--- src/rtl/skew_cache_pkg.sv ---
package skew_cache_pkg;
    typedef enum logic [1:0] {
        ST_IDLE,
        ST_LOOKUP,
        ST_REFILL,
        ST_SWEEP
    } lookup_state_e;
endpackage

--- src/rtl/skew_index_hash.sv ---
module skew_index_hash #(
    parameter int ADDR_W = 16,
    parameter int IDX_W  = 4
) (
    input  logic [ADDR_W-1:0] addr,
    output logic [IDX_W-1:0]  idx_direct,
    output logic [IDX_W-1:0]  idx_skewed
);
    // direct index: low bits; skewed index: low bits folded with the next slice
    for (genvar b = 0; b < IDX_W; b++) begin : g_fold
        assign idx_direct[b] = addr[b];
        assign idx_skewed[b] = addr[b] ^ addr[b + IDX_W];
    end
endmodule

--- src/rtl/skew_tag_way.sv ---
module skew_tag_way #(
    parameter int IDX_W = 4,
    parameter int TAG_W = 12
) (
    input  logic             clk,
    input  logic             rst_n,
    input  logic [IDX_W-1:0] rd_idx,
    output logic             rd_valid,
    output logic [TAG_W-1:0] rd_tag,
    output logic             rd_ru,
    input  logic             wr_en,
    input  logic [IDX_W-1:0] wr_idx,
    input  logic [TAG_W-1:0] wr_tag,
    input  logic             ru_set_en,
    input  logic [IDX_W-1:0] ru_set_idx,
    input  logic             ru_clr_en,
    input  logic [IDX_W-1:0] ru_clr_idx,
    input  logic             inv_en,
    input  logic [IDX_W-1:0] inv_idx
);
    localparam int DEPTH = 1 << IDX_W;

    logic [DEPTH-1:0] vld_q;
    logic [DEPTH-1:0] ru_q;
    logic [TAG_W-1:0] tag_q [DEPTH];

    for (genvar e = 0; e < DEPTH; e++) begin : g_entry
        logic hit_inv;
        logic hit_wr;
        logic hit_set;
        logic hit_clr;

        assign hit_inv = inv_en    && (inv_idx    == IDX_W'(e));
        assign hit_wr  = wr_en     && (wr_idx     == IDX_W'(e));
        assign hit_set = ru_set_en && (ru_set_idx == IDX_W'(e));
        assign hit_clr = ru_clr_en && (ru_clr_idx == IDX_W'(e));

        always_ff @(posedge clk) begin
            if (!rst_n) begin
                vld_q[e] <= 1'b0;
                ru_q[e]  <= 1'b0;
            end else begin
                if (hit_inv) begin
                    vld_q[e] <= 1'b0;
                end else if (hit_wr) begin
                    vld_q[e] <= 1'b1;
                end

                if (hit_inv) begin
                    ru_q[e] <= 1'b0;
                end else if (hit_set) begin
                    ru_q[e] <= 1'b1;
                end else if (hit_clr) begin
                    ru_q[e] <= 1'b0;
                end
            end
        end

        always_ff @(posedge clk) begin
            if (hit_wr) begin
                tag_q[e] <= wr_tag;
            end
        end
    end

    assign rd_valid = vld_q[rd_idx];
    assign rd_tag   = tag_q[rd_idx];
    assign rd_ru    = ru_q[rd_idx];
endmodule

--- src/rtl/skew_victim_pick.sv ---
module skew_victim_pick (
    input  logic valid0,
    input  logic valid1,
    input  logic ru0,
    input  logic ru1,
    input  logic toggle,
    output logic victim,
    output logic tie_used
);
    always_comb begin
        tie_used = 1'b0;
        if (!valid0) begin
            victim = 1'b0;
        end else if (!valid1) begin
            victim = 1'b1;
        end else if (ru0 != ru1) begin
            // the way used recently keeps its line
            victim = ru0;
        end else begin
            victim   = toggle;
            tie_used = 1'b1;
        end
    end
endmodule

--- src/rtl/skew_tag_lookup.sv ---
module skew_tag_lookup
    import skew_cache_pkg::*;
#(
    parameter int ADDR_W = 16,
    parameter int IDX_W  = 4
) (
    input  logic              clk,
    input  logic              rst_n,
    input  logic              flush,
    input  logic              req_valid,
    output logic              req_ready,
    input  logic [ADDR_W-1:0] req_addr,
    output logic              resp_valid,
    output logic              hit,
    output logic              miss,
    output logic              hit_way,
    output logic              victim_way,
    input  logic              fill_valid,
    input  logic              fill_way,
    input  logic [ADDR_W-1:0] fill_addr
);
    localparam int              DEPTH    = 1 << IDX_W;
    localparam int              TAG0_W   = ADDR_W - IDX_W;
    localparam logic [IDX_W-1:0] LAST_IDX = IDX_W'(DEPTH - 1);

    lookup_state_e state_q, state_d;

    logic [ADDR_W-1:0] q_addr;
    logic [IDX_W-1:0]  q_idx0, q_idx1;
    logic [IDX_W-1:0]  sweep_q;
    logic              tog_q;

    logic [IDX_W-1:0]  r_idx0, r_idx1, f_idx0, f_idx1;
    logic              v0, v1, u0, u1;
    logic [TAG0_W-1:0] t0;
    logic [ADDR_W-1:0] t1;
    logic              match0, match1, any_match;
    logic              in_lookup, in_sweep, look_hit, look_miss;
    logic              accept, fill_fire;
    logic              pick, tie_used;
    logic              touch0, touch1;
    logic [IDX_W-1:0]  set0_idx, set1_idx;

    skew_index_hash #(.ADDR_W(ADDR_W), .IDX_W(IDX_W)) u_req_hash (
        .addr       (req_addr),
        .idx_direct (r_idx0),
        .idx_skewed (r_idx1)
    );

    skew_index_hash #(.ADDR_W(ADDR_W), .IDX_W(IDX_W)) u_fill_hash (
        .addr       (fill_addr),
        .idx_direct (f_idx0),
        .idx_skewed (f_idx1)
    );

    assign in_lookup = (state_q == ST_LOOKUP);
    assign in_sweep  = (state_q == ST_SWEEP);
    assign accept    = req_valid && req_ready;
    assign fill_fire = (state_q == ST_REFILL) && fill_valid && !flush;

    assign match0    = v0 && (t0 == q_addr[ADDR_W-1:IDX_W]);
    assign match1    = v1 && (t1 == q_addr);
    assign any_match = match0 || match1;
    assign look_hit  = in_lookup && any_match;
    assign look_miss = in_lookup && !any_match;

    // touched way: the hit way in lookup, the fill way in refill
    assign touch0   = (look_hit && match0) || (fill_fire && !fill_way);
    assign touch1   = (look_hit && !match0) || (fill_fire && fill_way);
    assign set0_idx = in_lookup ? q_idx0 : f_idx0;
    assign set1_idx = in_lookup ? q_idx1 : f_idx1;

    skew_tag_way #(.IDX_W(IDX_W), .TAG_W(TAG0_W)) u_way0 (
        .clk        (clk),
        .rst_n      (rst_n),
        .rd_idx     (q_idx0),
        .rd_valid   (v0),
        .rd_tag     (t0),
        .rd_ru      (u0),
        .wr_en      (fill_fire && !fill_way),
        .wr_idx     (f_idx0),
        .wr_tag     (fill_addr[ADDR_W-1:IDX_W]),
        .ru_set_en  (touch0),
        .ru_set_idx (set0_idx),
        .ru_clr_en  (touch1),
        .ru_clr_idx (set0_idx),
        .inv_en     (in_sweep),
        .inv_idx    (sweep_q)
    );

    skew_tag_way #(.IDX_W(IDX_W), .TAG_W(ADDR_W)) u_way1 (
        .clk        (clk),
        .rst_n      (rst_n),
        .rd_idx     (q_idx1),
        .rd_valid   (v1),
        .rd_tag     (t1),
        .rd_ru      (u1),
        .wr_en      (fill_fire && fill_way),
        .wr_idx     (f_idx1),
        .wr_tag     (fill_addr),
        .ru_set_en  (touch1),
        .ru_set_idx (set1_idx),
        .ru_clr_en  (touch0),
        .ru_clr_idx (set1_idx),
        .inv_en     (in_sweep),
        .inv_idx    (sweep_q)
    );

    skew_victim_pick u_pick (
        .valid0   (v0),
        .valid1   (v1),
        .ru0      (u0),
        .ru1      (u1),
        .toggle   (tog_q),
        .victim   (pick),
        .tie_used (tie_used)
    );

    // state register
    always_ff @(posedge clk) begin
        if (!rst_n) begin
            state_q <= ST_IDLE;
        end else begin
            state_q <= state_d;
        end
    end

    // next state
    always_comb begin
        state_d = state_q;
        unique case (state_q)
            ST_IDLE: begin
                if (flush)          state_d = ST_SWEEP;
                else if (req_valid) state_d = ST_LOOKUP;
            end
            ST_LOOKUP: begin
                if (flush)          state_d = ST_SWEEP;
                else if (any_match) state_d = ST_IDLE;
                else                state_d = ST_REFILL;
            end
            ST_REFILL: begin
                if (flush)           state_d = ST_SWEEP;
                else if (fill_valid) state_d = ST_IDLE;
            end
            ST_SWEEP: begin
                if (!flush && sweep_q == LAST_IDX) state_d = ST_IDLE;
            end
            default: state_d = ST_IDLE;
        endcase
    end

    // datapath registers
    always_ff @(posedge clk) begin
        if (!rst_n) begin
            q_addr  <= '0;
            q_idx0  <= '0;
            q_idx1  <= '0;
            sweep_q <= '0;
            tog_q   <= 1'b0;
        end else begin
            if (accept) begin
                q_addr <= req_addr;
                q_idx0 <= r_idx0;
                q_idx1 <= r_idx1;
            end
            if (flush) begin
                sweep_q <= '0;
            end else if (in_sweep) begin
                sweep_q <= sweep_q + 1'b1;
            end
            if (look_miss && tie_used) begin
                tog_q <= !tog_q;
            end
        end
    end

    // outputs
    always_comb begin
        req_ready  = 1'b0;
        resp_valid = 1'b0;
        hit        = 1'b0;
        miss       = 1'b0;
        hit_way    = 1'b0;
        victim_way = 1'b0;
        unique case (state_q)
            ST_IDLE: begin
                req_ready = !flush;
            end
            ST_LOOKUP: begin
                resp_valid = 1'b1;
                hit        = any_match;
                miss       = !any_match;
                hit_way    = any_match && !match0;
                victim_way = !any_match && pick;
            end
            ST_REFILL, ST_SWEEP: begin
            end
            default: begin
            end
        endcase
    end
endmodule

--- config.mk ---
export PLATFORM = sky130hd
export DESIGN_NAME = skew_tag_lookup
export DESIGN_NICKNAME = d
export VERILOG_FILES = /design/src/rtl/skew_cache_pkg.sv /design/src/rtl/skew_index_hash.sv /design/src/rtl/skew_tag_way.sv /design/src/rtl/skew_victim_pick.sv /design/src/rtl/skew_tag_lookup.sv
export SDC_FILE = /design/constraint.sdc
export NUM_CORES = 1
export LEC_CHECK = 0
export ABC_CLOCK_PERIOD_IN_PS = 4400
export BUFFER_PORTS_ARGS = -buffer_cell sky130_fd_sc_hd__clkbuf_2
export CAP_MARGIN = 5
export CORE_UTILIZATION = 55
export DETAILED_ROUTE_END_ITERATION = 7
export PLACE_DENSITY = 0.73
export SLEW_MARGIN = 20
export SYNTH_ARGS = -nofsm -noshare
export SYNTH_HDL_FRONTEND = slang
export SYNTH_SLANG_ARGS = --single-unit
--- constraint.sdc ---
create_clock -name clk -period 4.4 [get_ports clk]
set_input_delay 0.44 -clock clk [delete_from_list [all_inputs] [get_ports clk]]
set_output_delay 0.44 -clock clk [all_outputs]
set_load 0.01 [all_outputs]
* Word-level counts from Yosys, hierarchy flattened
Memory sizes are Yosys's and may differ from the RTL's. A register that Yosys moved wholly into a read port is not among the register bits.
Cells that the tools add are included.
** Storage, ports and cells
- Flip-flop bits (word level) :: 95
- Latch bits :: 0
- Memory bits (writable) :: 448
- ROM bits :: 0
- Input port bits :: 38
- Output and inout bits :: 6
- Word-level logic and storage cells :: 641
- Memories :: 2
** Memories
- u_way1.tag_q :: depth 16, width 16, rd ports 1, clocked after memory_dff 1, write ports 1, RTL line skew_tag_way.sv:25 : logic [TAG_W-1:0] tag_q [DEPTH];
- u_way0.tag_q :: depth 16, width 12, rd ports 1, clocked after memory_dff 1, write ports 1, RTL line skew_tag_way.sv:25
** Operators by class
- Add/sub/neg operators :: 1
- $mul :: 0
- Divide/modulo/power cells :: 0
- $lt $le $gt $ge :: 2
- Equal/unequal tests :: 84
- Shift operators :: 0
- Muxes and demuxes :: 252
- Bitwise operators :: 9
- Reduce and logical (&&, ||, !) cells :: 221
** Operator list (number)
- $mux 16 :: 15
- $reduce_or 16->1 :: 15
- $mux 12 :: 15
- $reduce_or 12->1 :: 15
- $mux 1 :: 174
- $eq 4x4->1 const B :: 40
- $mux 4 :: 36
- $logic_and 1x1->1 :: 127
- $eq 4x3->1 const B :: 20
- $reduce_bool 2->1 :: 32
- $eq 4x2->1 const B :: 10
- $reduce_or 2->1 :: 17
- $eq 4x1->1 const B :: 5
- $logic_not 4->1 :: 5
- $bmux 1 s4 :: 4
- $eq 16x16->1 :: 1
- $mux 2 :: 7
- $eq 12x12->1 :: 1
- $lt 4x5->1 const B :: 2
- $pmux 2 s4 :: 1
- $xor 1x1->1 :: 8
- $ne 3x3->1 const B :: 2
- $logic_not 1->1 :: 5
- $add 4x1->4 const B :: 1
- other kinds (8) :: 11

* Depth between registers and ports, before layout
Gate-level depths: netlist (run 1).
- Word-level depth :: 23
- Depth in mapped cells :: 15
- Mapped depth without buffers :: 9

* By module
Synthesis (run 1) repeated with hierarchy kept, for this count alone.
** Unflattened totals
- Cell total of the unflattened synthesis :: 1345
- Area total of the unflattened synthesis :: 22121.2 um^2
** By module, submodules not included
- skew_tag_way (u_way1) :: times used 1, cells an instance 596, area an instance 11348.4 um^2, seq. area each 8328.0 um^2
- skew_tag_way (u_way0) :: times used 1, cells an instance 499, area an instance 8859.7 um^2, seq. area each 6406.1 um^2
- skew_tag_lookup :: times used 1, cells an instance 228, area an instance 1744.2 um^2, seq. area each 620.6 um^2
- skew_index_hash :: times used 2, cells an instance 8, area an instance 65.1 um^2, seq. area each 0.0 um^2
- skew_victim_pick :: times used 1, cells an instance 6, area an instance 38.8 um^2, seq. area each 0.0 um^2

* Least setup slack after synthesis (run 1)
OpenSTA, ideal clock, no wires.
- Kind :: reg-to-output
- From :: register with a tool-made name
- To :: output victim_way
- Data arrival time :: 2841 ps
- Required time :: 3960 ps
- Path slack :: 1119 ps
- Stages on the path, launching flop included :: 12
- Buffers on the path :: 2
- Path through :: dfxtp_1 buf_2 buf_2 mux4_2 mux2i_1 xor2_1 a32oi_1 o21bai_1 nor4b_2 a211oi_1 nand2_1 a21oi_1
** RTL lines
- end: declaration :: RTL line skew_tag_lookup.sv:17 : output logic victim_way,

==> results of run 1 <==
[critical path, cell delays in order (launching register included)]
cell                       delay (ps)
sky130_fd_sc_hd__dfxtp_4          680
sky130_fd_sc_hd__mux4_2           600
sky130_fd_sc_hd__mux4_2           490
sky130_fd_sc_hd__xnor2_1          160
sky130_fd_sc_hd__nand3_1          220
sky130_fd_sc_hd__nor4_4           520
sky130_fd_sc_hd__a21oi_1          120
sky130_fd_sc_hd__nor2_1           250
sky130_fd_sc_hd__clkbuf_2         210
[state kept, by name, indices dropped and copies added, names as in the netlist, 2 cells and up, named ones only]
register      count
q_addr           16
q_idx1            4
state_q           2
sweep_q           4
u_way0.ru_q      16
u_way0.tag_q    192
u_way0.vld_q     16
u_way1.ru_q      16
u_way1.tag_q    256
u_way1.vld_q     16
[routing by layer]
layer  share of wire, %  vias to the layer above  wire (µm)  GRT usage (%)
met4                3.4                        4       1872          9.630
li1                   -                     5760          -              -
met3                8.3                      116       4595          4.948
met5              0.047                        -         26              0
met1                 41                     6772      22690          37.80
met2                 47                      616      25890          41.95
[cell families (layout without fill, tap and decap cells)]
group	after synthesis	after routing	synth area share, %
AO/OA/AOI/OAI	201	201	6.258
XOR/XNOR	45	45	1.737
adder cells (fa/ha/maj)	4	4	0.2206
buffers and inverters	106	234	2.255
flip-flops	547	547	68.02
multiplexers	196	196	14.40
other	0	1	0
AND/OR/NAND/NOR	339	339	7.108
[layout by cell type, fill, tap and decap left out, types with 19 or more instances in the layout]
master	synthesis	final
sky130_fd_sc_hd__or3_1	19	19
sky130_fd_sc_hd__o21ai_0	47	47
sky130_fd_sc_hd__mux2i_1	88	88
sky130_fd_sc_hd__buf_4	8	61
sky130_fd_sc_hd__clkbuf_16	0	57
sky130_fd_sc_hd__nand2_1	85	85
sky130_fd_sc_hd__nand3_1	31	31
sky130_fd_sc_hd__dfxtp_1	99	93
sky130_fd_sc_hd__xnor2_1	32	32
sky130_fd_sc_hd__a31oi_1	25	24
sky130_fd_sc_hd__nor2_1	125	109
sky130_fd_sc_hd__edfxtp_1	448	448
sky130_fd_sc_hd__clkbuf_2	1	43
sky130_fd_sc_hd__inv_1	26	26
sky130_fd_sc_hd__mux4_2	104	104
[what timing repair did]
| action | CTS | global route |
|---|---|---|
| gates cloned | 0 | 0 |
| resized for setup | 2 | 3 |
| pin swaps | 0 | 1 |
| endpoints found under the setup margin | 2 | 3 |
[worst max-delay path by stage]
stage	from	end	slack (ps)	depth (start not counted)
2_1_floorplan	register	victim_way	1120	11
3_3_place_gp	register	victim_way	320	11
3_5_place_dp	register	victim_way	350	11
4_1_cts	register	victim_way	20	11
5_1_grt	register	hit_way	-3	10
6_report	register	hit	130	8
[cell type report]
type / instances / area (µm²)
Sequential cell: 547 / 15450
Timing Repair Buffer: 107 / 724.4
Clock inverter: 24 / 198.9
Antenna cell: 1 / 2.502
Clock buffer: 75 / 1544
Multi-Input combinational cell: 785 / 6847
Fill cell: 2880 / 15200
Tap cell: 532 / 665.6
Inverter: 28 / 105.1
[through the flow]
step                      cell area, µm²  setup WS (ps)
final                              25530          132.6
after floorplan                    22690           1119
after global placement             23760          323.7
after CTS                          25510          15.08
after global routing               25530         -2.915
after detailed placement           23760          345.4
[where the power goes]
group / total, mW / switching [mW] / internal [mW]
logic: 0.617 / 0.383 / 0.234
registers: 5.67 / 0.0538 / 5.62
clock network: 4.49 / 1.87 / 2.62
==> reports/results.env, run 1 <==
TNS_PS=0
YS_FF_LATCH=547
VIAS_IN_THE_FIRST_GLOBAL_ROUTE=13034
LARGEST_NET_DEGREE_AT_THE_START_OF_GLOBAL_ROUTING=46
DIE-AREA_UM2=42070
PEAKVDDDROP_uV=276.9
FINAL.SETUP_SKEW_PS=26.90
SLEW_VIOL_FINAL=0
CLKTRANSATPATHREGS_PS=70
CTS_TREE='done'
REMAINING_DRC_ERRORS=0
WORST_HOLD_STARTPOINT='req_addr[12]'
ROUTED_WIRE_PER_STD_CELL_UM=26.24
CLOCKBUFFERDEPTH=3
TIMING.HOLD.WORST_ENDPOINT='q_addr[12]'
CRITICAL_PATH_REQUIRED_PS=3960
SETUP.WORST_PATH.END_CLASS='output port'
FINALCRITPERIODSHARE_PCT=96.99
SYNTH_CELL_TYPES=69
MEAN_INSTANCE_SIZE_IN_THE_SYNTHESIZED_NETLIST_UM2=15.78
R2R-END='u_way0.ru_q[6]'
WORSTMARGINPINSLEW_PS=1178
CTS-ROOT-BUF='sky130_fd_sc_hd__clkbuf_16'
NUMCLOCKSINKS=547
DETAILEDROUTE.FIRSTPASSITERATIONCOUNT=5
SYNTHTOPCELLSBYCOUNT='448 x sky130_fd_sc_hd__edfxtp_1, 125 x sky130_fd_sc_hd__nor2_1, 104 x sky130_fd_sc_hd__mux4_2'
INSERTION_DELAY_PS=590
POWER_LEAKAGE_nW=8.113
HPWLAFTERDP_MM=36.31
WIRELENGTH_MM=55.07
ANTENNA_FOUND_INITIAL=3
SYN-INSTANCE-COUNT=1438
VIA_COUNT=13268
TIMING.MAX_CAP.VIOLATIONS=0
FINAL-INSTANCE-COUNT-EXCL-FILL=2099
WORSTPATHARRIVAL_PS=3830
DR.FIRST_ITER.DRC_COUNT=1442
GR-TOTAL-OVERFLOW=0
POWER_DENSITY_nW_PER_UM2=422.3
DIE-HEIGHT_UM=205.1
AREAGROWTHSYNTHTOFINISH_PCT=12.53
GRT_USE_TOTAL_PCT=26.80
ROWS=74
GP_ROUTABILITY_CONGESTION=0.9210
PORT-BUFFER-COUNT=43
WIRE_LENGTH_OF_THE_FIRST_GLOBAL_ROUTING_PASS_MM=81.86
HOLDWS_PS=145.9
POST-SYNTH-TOP-AREA-CELL='sky130_fd_sc_hd__edfxtp_1'
YOSYS_WARNS=0
NETLIST_TOP_CELLS_AREA='sky130_fd_sc_hd__edfxtp_1 59%, sky130_fd_sc_hd__mux4_2 10%, sky130_fd_sc_hd__dfxtp_1 8.7%'
POST_CTS_BUFFERS=0
SYNTH_EDF_COUNT=448
SETUP.WORST_PATH.START_CLASS='register'
P_TOTAL_mW=10.78
CLOCK.FMAX_GHz=0.2343
SYNTH_ASYNC_SR_FLOP_SHARE_PCT=0
SEQ_AREA_FRAC_SYNTH_PCT=68.02
POSTLAYOUTCOREUTIL_PCT=62.68
SYNTH_TOP_CELL_AREA_SHARE_PCT=59.29
CP_MAX_FO=26
HOLD_CLASS='input port to register'
TIMING.FINAL.HOLD_VIOLATIONS=0
R2R_CELLS=10
WORSTHOLDPATHCELLS=3
VIA_PER_INST=6.321
SYNTH_FF_TYPE='sky130_fd_sc_hd__edfxtp_1'
SYNTH_AREA_UM2=22690
FINALSETUPVIOLCOUNT=0
INITIAL_CORE_UTIL_PCT=55.70
FINALWORSTPATHREQUIREDPERIOD_PS=4267
OUTCOME='finished, final reports clean'
H_TREE_LEVELS=2
DIE_WD_UM=205.1
REG2REG_SETUP_SLACK_PS=720
FLOORPLAN.CORE_AREA_UM2=40740
IO-PIN-COUNT=44
CTS_BUFFERS=53
PLACE_INST=1999
CRITPATHKIND='register to output port'
TIMING.MAX_SLEW.REL_SLACK_PCT=20.62
DRIVE_GT1_SHARE_PCT=21.78
SYNTH.MOST_COMMON_CELL='sky130_fd_sc_hd__edfxtp_1'
SYNTH_NETS=1480
POST_CTS_HOLD_BUFFER_COUNT=0
NUMBER_OF_ANTENNA_VIOLATING_NETS_IN_THE_ROUTED_DESIGN=0
FIN_NETS=1564
No activity file was read; power rests on OpenSTA's default activity.
==> run 2, diff against run 1 <==
--- a/config.mk
+++ b/config.mk
@@ -5,12 +5,14 @@
 export SDC_FILE = /design/constraint.sdc
 export NUM_CORES = 1
 export LEC_CHECK = 0
-export ABC_CLOCK_PERIOD_IN_PS = 4400
+export ABC_CLOCK_PERIOD_IN_PS = 4300
 export BUFFER_PORTS_ARGS = -buffer_cell sky130_fd_sc_hd__clkbuf_2
 export CAP_MARGIN = 5
-export CORE_UTILIZATION = 55
+export CELL_PAD_IN_SITES_DETAIL_PLACEMENT = 1
+export CELL_PAD_IN_SITES_GLOBAL_PLACEMENT = 1
+export CORE_UTILIZATION = 54
 export DETAILED_ROUTE_END_ITERATION = 7
-export PLACE_DENSITY = 0.73
+export PLACE_DENSITY = 0.82
 export SLEW_MARGIN = 20
 export SYNTH_ARGS = -nofsm -noshare
 export SYNTH_HDL_FRONTEND = slang
==> constraint.sdc (replaced) <==
create_clock -name clk -period 4.3 [get_ports clk]
set_input_delay 0.43 -clock clk [delete_from_list [all_inputs] [get_ports clk]]
set_output_delay 0.43 -clock clk [all_outputs]
set_load 0.005 [all_outputs]
==> reports/results.env, run 2 (same netlist as run 1, synthesis figures left out) <==
OUTCOME='finished, final reports clean'
ANTENNA_FOUND_INITIAL=2
CTS-ROOT-BUF='sky130_fd_sc_hd__clkbuf_16'
POST_ROUTE_DESIGN_AREA_UM2=25830
ROUTED_WIRE_PER_STD_CELL_UM=32.51
INTERNAL_POWER_mW=8.690
SHARE_COMB_OF_TOTAL_POWER_PCT=6.6
DETAILEDROUTE.FIRSTPASSITERATIONCOUNT=7
GR-TOTAL-OVERFLOW=0
TOP_REGS='u_way1.tag_q: 256 flops, u_way0.tag_q: 192 flops'
VIA_COUNT=14390
TIMING.MAX_SLEW.REL_SLACK_PCT=21.13
HOLDWS_PS=73.40
FINAL-INSTANCE-COUNT-EXCL-FILL=2130
FIN_NETS=1595
CTS_TREE='done'
INSERTION_DELAY_PS=630
MOSTFREQUENTLAYOUTCELLS='448 x sky130_fd_sc_hd__edfxtp_1, 108 x sky130_fd_sc_hd__nor2_1, 104 x sky130_fd_sc_hd__mux4_2'
DRIVE_GT1_SHARE_PCT=23.59
GRT_SETUP_UNREPAIRED='true'
IO-PIN-COUNT=44
PEAKVDDDROP_uV=363.0
SLEW_VIOL_FINAL=0
GRT_USE_TOTAL_PCT=33.48
REMAINING_DRC_ERRORS=0
CRITICAL_PATH.TOP_DELAY_FAMILY='simple AND/OR/NAND/NOR gates'
DIE_WD_UM=207.0
AREAGROWTHSYNTHTOFINISH_PCT=13.85
CTS_BUFFERS=54
FLOORPLAN.CORE_AREA_UM2=41110
FINALCRITPERIODSHARE_PCT=97.77
VIAS_IN_THE_FIRST_GLOBAL_ROUTE=14768
CP_MAX_FO=21
DR.FIRST_ITER.DRC_COUNT=1805
SEQ_POWER_SHARE_PCT=51.5
POWER.SHARE.SWITCHING_PCT=22.86
POWER_LEAKAGE_nW=8.280
WIRELENGTH_MM=69.25
LARGEST_REG_FLOPS=256
ROWS=74
FINALSETUPVIOLCOUNT=0
TIMING.CRITICAL_PATH.BUF_INV=2
WORSTSETUPPATHDEPTH=11
CRITICAL_PATH_REQUIRED_PS=3870
TIMING.FINAL.HOLD_VIOLATIONS=0
CLOCK.FMAX_GHz=0.2379
NUMBER_OF_ANTENNA_VIOLATING_NETS_IN_THE_ROUTED_DESIGN=0
SETUP.WORST_PATH.END_CLASS='output port'
DIE-HEIGHT_UM=207.0
CLKTRANSATPATHREGS_PS=60
SETUP.WORST_PATH.START_CLASS='register'
CP-ENDPOINT='victim_way'
HPWLAFTERDP_MM=43.38
ANTENNADIODECOUNT=0
CRIT_PATH_MAX_INCR_DELAY_PS=450
POWER.NET_SWITCHING_mW=2.575
WORSTPATHARRIVAL_PS=3770
VIA_PER_INST=6.756
POWER_DENSITY_nW_PER_UM2=436.0
HOLD_CLASS='input port to register'
NUMCLOCKSINKS=547
CRITPATHKIND='register to output port'
PATH_CELLS='buf_4, mux4_2, mux2i_1, xnor2_1, or3_1, a211oi_2, nor4b_4, a211oi_4, nand2_1, a21oi_2, clkbuf_2'
PORT-BUFFER-COUNT=43
CRIT_SLOWEST_CELL='sky130_fd_sc_hd__dfxtp_1'
INITIAL_CORE_UTIL_PCT=55.20
REG2REG_SETUP_SLACK_PS=350
CLOCKBUFFERDEPTH=3
R2R-END='u_way1.ru_q[7]'
WORSTMARGINPINSLEW_PS=1171
LARGEST_NET_DEGREE_AT_THE_START_OF_GLOBAL_ROUTING=46
FINALWORSTPATHREQUIREDPERIOD_PS=4204
TIMING.MAX_CAP.VIOLATIONS=0
DIE-AREA_UM2=42840
MOST_COMMON_CELL_AFTER_LAYOUT_FILL_AND_TAPS_ASIDE='sky130_fd_sc_hd__edfxtp_1'
LARGEST-REGISTER='u_way1.tag_q'
FINAL.SETUP_SKEW_PS=22.75
PLACE_INST=2012
LAYOUT.FILLER_CELLS=3772
WIRE_LENGTH_OF_THE_FIRST_GLOBAL_ROUTING_PASS_MM=100.6
P_TOTAL_mW=11.26
POWER.SHARE.CLOCK_PCT=42.0
R2R_CELLS=12
POST_CTS_HOLD_BUFFER_COUNT=0
H_TREE_LEVELS=2
GP_ROUTABILITY_CONGESTION=0.9267
PLACE_AREA_UM2=23860
-- run 2: layout make-up --
| class | instances | area, µm² | share of cell area (%) |
|---|---|---|---|
| multi-input cells | 785 | 6887 | 26.66 |
| flip-flops and latches | 547 | 15450 | 59.82 |
| clock inverters | 24 | 219.0 | 0.8475 |
| clock buffers | 77 | 1509 | 5.841 |
| inverters | 28 | 105.1 | 0.4068 |
| repair buffers | 137 | 994.7 | 3.850 |
| well taps | 532 | 665.6 | 2.577 |
-- run 2: repair_timing --
item                                    4_1_cts  5_1_grt
setup buffers                                 8       10
pin swaps                                     2        1
gates resized for setup                      16        5
endpoints found under the setup margin        4        3
-- run 2: stage by stage --
stage | worst slack, ps | TNS (ps) | util [%]
2_1_floorplan | 1133 | 0 | -
3_3_place_gp | 440.2 | 0 | 58.05
3_5_place_dp | 241.1 | 0 | 58.05
4_1_cts | 70.52 | 0 | 62.56
5_1_grt | -22.44 | -24.94 | 62.84
6_report | 95.70 | 0 | 62.84
-- run 2: power by group through the flow --
stage | combinational, mW | clock [mW] | sequential, mW
after global routing | 0.771 | 4.90 | 5.80
after global placement | 0.636 | 0 | 5.92
after floorplan | 0.422 | 0 | 5.87
after detailed placement | 0.668 | 0 | 5.92
after CTS | 0.707 | 4.75 | 5.80
final | 0.739 | 4.73 | 5.80
-- run 2: worst min path at each step --
stage / from / to / depth (start not counted)
6_report: req_addr[12] / q_addr[12] / 3
5_1_grt: req_addr[9] / q_addr[9] / 3
4_1_cts: req_addr[12] / q_addr[12] / 3
3_5_place_dp: u_way1.vld_q[13] / u_way1.vld_q[13] / 2
3_3_place_gp: u_way0.vld_q[1] / u_way0.vld_q[1] / 2
2_1_floorplan: u_way0.vld_q[10] / u_way0.vld_q[10] / 2
-- run 2: routing by layer --
layer	GRT usage [%]	up-vias	routed length, µm
met5	0	-	33
met3	6.028	201	6001
met4	14.29	4	3123
met2	54.70	941	33580
met1	44.37	7418	26510
li1	-	5826	-
-- run 2: worst reg2reg max path: stages, from the launching register on --
cell	delay (ps)
sky130_fd_sc_hd__dfxtp_1	450
sky130_fd_sc_hd__buf_4	350
sky130_fd_sc_hd__mux4_2	370
sky130_fd_sc_hd__mux2i_1	260
sky130_fd_sc_hd__xnor2_1	110
sky130_fd_sc_hd__or3_1	380
sky130_fd_sc_hd__a211oi_2	380
sky130_fd_sc_hd__nor4b_4	420
sky130_fd_sc_hd__nand4b_4	270
sky130_fd_sc_hd__buf_4	270
sky130_fd_sc_hd__and2_1	170
sky130_fd_sc_hd__buf_4	250
sky130_fd_sc_hd__o32ai_1	120
==> run 3, diff against run 2 <==
--- a/config.mk
+++ b/config.mk
@@ -5,14 +5,14 @@
 export SDC_FILE = /design/constraint.sdc
 export NUM_CORES = 1
 export LEC_CHECK = 0
-export ABC_CLOCK_PERIOD_IN_PS = 4300
+export ABC_CLOCK_PERIOD_IN_PS = 4900
 export BUFFER_PORTS_ARGS = -buffer_cell sky130_fd_sc_hd__clkbuf_2
-export CAP_MARGIN = 5
+export CAP_MARGIN = 30
 export CELL_PAD_IN_SITES_DETAIL_PLACEMENT = 1
 export CELL_PAD_IN_SITES_GLOBAL_PLACEMENT = 1
-export CORE_UTILIZATION = 54
+export CORE_UTILIZATION = 55
 export DETAILED_ROUTE_END_ITERATION = 7
-export PLACE_DENSITY = 0.82
+export PLACE_DENSITY = 0.83
 export SLEW_MARGIN = 20
 export SYNTH_ARGS = -nofsm -noshare
 export SYNTH_HDL_FRONTEND = slang
==> constraint.sdc (replaced) <==
create_clock -name clk -period 4.9 [get_ports clk]
set_input_delay 0.49 -clock clk [delete_from_list [all_inputs] [get_ports clk]]
set_output_delay 0.49 -clock clk [all_outputs]
set_load 0.005 [all_outputs]
==> reports/results.env, run 3 (same netlist as run 1, synthesis figures left out) <==
MULTI_INPUT_COMB_AREA_UM2=6825
TIMING.FINAL.HOLD_VIOLATIONS=0
FLOORPLAN.CORE_AREA_UM2=40740
TNS_PS=0
DR.FIRST_ITER.DRC_COUNT=1725
DETAILEDROUTE.FIRSTPASSITERATIONCOUNT=6
POST_CTS_BUFFERS=0
TIMING.MAX_SLEW.REL_SLACK_PCT=32.71
POWER_LEAKAGE_nW=8.144
MOST_COMMON_CELL_AFTER_LAYOUT_FILL_AND_TAPS_ASIDE='sky130_fd_sc_hd__edfxtp_1'
WORSTMARGINPINSLEW_PS=998.8
WORSTPATHARRIVAL_PS=4290
PLACE_INST=2001
VIA_PER_INST=6.791
CLOCK.FMAX_GHz=0.2092
CTS_BUFFERS=54
CP_MAX_FO=40
POWER.SHARE.CLOCK_PCT=42.7
DIE_WD_UM=205.1
CTS-ROOT-BUF='sky130_fd_sc_hd__clkbuf_16'
CRITICAL_PATH_REQUIRED_PS=4410
FINALCRITPERIODSHARE_PCT=97.57
HOLDWS_PS=150.9
FINAL-INSTANCE-COUNT-EXCL-FILL=2103
TOP_REGS='u_way1.tag_q: 256 flops, u_way0.tag_q: 192 flops'
FINALWORSTPATHREQUIREDPERIOD_PS=4781
DIE-HEIGHT_UM=205.1
ANTENNADIODECOUNT=0
AREAGROWTHSYNTHTOFINISH_PCT=12.73
CLOCKBUFFERDEPTH=3
SLEW_VIOL_FINAL=0
H_TREE_LEVELS=2
SETUP.WORST_PATH.END_CLASS='output port'
POWER.SHARE.SWITCHING_PCT=22.45
HPWLAFTERDP_MM=41.76
SETUP.WORST_PATH.START_CLASS='register'
SEQ_POWER_SHARE_PCT=51.3
GP_ROUTABILITY_CONGESTION=0.8438
TIMING.MAX_CAP.VIOLATIONS=0
NUMCLOCKSINKS=547
FINAL.SETUP_SKEW_PS=25.39
NUMBER_OF_ANTENNA_VIOLATING_NETS_IN_THE_ROUTED_DESIGN=0
INTERNAL_POWER_mW=7.710
LARGEST_REG_FLOPS=256
POWER.NET_SWITCHING_mW=2.232
FINALSETUPVIOLCOUNT=0
FIN_NETS=1569
POST_CTS_HOLD_BUFFER_COUNT=0
VIAS_IN_THE_FIRST_GLOBAL_ROUTE=14849
LAYOUT.FILLER_CELLS=3702
SHARE_COMB_OF_TOTAL_POWER_PCT=6.0
WIRELENGTH_MM=67.39
MOSTFREQUENTLAYOUTCELLS='448 x sky130_fd_sc_hd__edfxtp_1, 109 x sky130_fd_sc_hd__nor2_1, 104 x sky130_fd_sc_hd__mux4_2'
HOLD_CLASS='input port to register'
VIA_COUNT=14282
WORST_SLACK_PS=119.2
INSERTION_DELAY_PS=620
PEAKVDDDROP_uV=308.5
DRIVE_GT1_SHARE_PCT=22.28
GRT_SETUP_UNREPAIRED='false'
REMAINING_DRC_ERRORS=0
ROUTED_WIRE_PER_STD_CELL_UM=32.04
LAYOUT.AREA.SEQ_UM2=15450
LARGEST-REGISTER='u_way1.tag_q'
IO-PIN-COUNT=44
ROWS=74
OUTCOME='finished, final reports clean'
PORT-BUFFER-COUNT=43
GR-TOTAL-OVERFLOW=0
LARGEST_NET_DEGREE_AT_THE_START_OF_GLOBAL_ROUTING=46
CLKTRANSATPATHREGS_PS=60
INITIAL_CORE_UTIL_PCT=55.70
WIRE_LENGTH_OF_THE_FIRST_GLOBAL_ROUTING_PASS_MM=98.05
CRITPATHKIND='register to output port'
PLACEMENT.SETUP.WORST_SLACK_PS=491.9
POWER_DENSITY_nW_PER_UM2=388.7
ANTENNA_FOUND_INITIAL=0
CTS_TREE='done'
DIE-AREA_UM2=42070
GRT_USE_TOTAL_PCT=32.69
==> run 3: cell type report <==
type / instances / share of cell area (%)
Tap cell: 532 / 2.602
Timing Repair Buffer: 111 / 2.915
Sequential cell: 547 / 60.41
Inverter: 28 / 0.4109
Clock buffer: 75 / 5.870
Multi-Input combinational cell: 785 / 26.68
Clock inverter: 25 / 1.105
==> run 3: power by group through the flow <==
| stage | clock (mW) | sequential (mW) | combinational, mW |
|---|---|---|---|
| after global placement | 0 | 5.20 | 0.532 |
| after floorplan | 0 | 5.16 | 0.370 |
| after detailed placement | 0 | 5.20 | 0.563 |
| after global routing | 4.40 | 5.10 | 0.623 |
| after CTS | 4.26 | 5.10 | 0.582 |
| final | 4.24 | 5.10 | 0.598 |
==> run 3: metrics by stage <==
stage | cell area (µm²) | total power [mW] | utilization (%)
final | 25580 | 9.942 | 62.79
after global placement | 23730 | 5.733 | 58.24
after detailed placement | 23760 | 5.766 | 58.31
after global routing | 25580 | 10.12 | 62.79
after floorplan | 22690 | 5.525 | -
after CTS | 25540 | 9.944 | 62.69
==> run 3: path summary, 6_finish.rpt <==
check                           slack (ps)              from  cells past startpoint               end
worst max register to register         510          register                     10    u_way1.ru_q[4]
worst min-delay path                   150      req_addr[11]                      3        q_addr[11]
worst min register to register         470  u_way1.vld_q[14]                      2  u_way1.vld_q[14]
worst max-delay path                   120          register                     12        victim_way
==> run 3: critical path: stages (launching register included) <==
cell and delay [ps]:
sky130_fd_sc_hd__dfxtp_2 460, sky130_fd_sc_hd__buf_12 350, sky130_fd_sc_hd__nor2b_1 150, sky130_fd_sc_hd__buf_4 210
sky130_fd_sc_hd__a22o_1 200, sky130_fd_sc_hd__a221oi_1 310, sky130_fd_sc_hd__xor2_1 280, sky130_fd_sc_hd__nor4_1 120
sky130_fd_sc_hd__o221a_2 380, sky130_fd_sc_hd__a211oi_1 580, sky130_fd_sc_hd__nand2_1 130, sky130_fd_sc_hd__a21oi_1 280
sky130_fd_sc_hd__clkbuf_2 170
==> run 3: timing repair <==
item / CTS / global route
resized for setup: 0 / 7
hold endpoints to repair: 0 / 0
setup endpoints to repair: 0 / 4
==> run 3: routing by layer <==
layer  vias to the layer above  GRT usage, %  share of wire, %
met5                         -             0                 0
met4                         0         14.81               4.5
met3                       223         6.586               9.3
met2                       929         53.02                49
met1                      7350         42.74                37
li1                       5780             -                 -
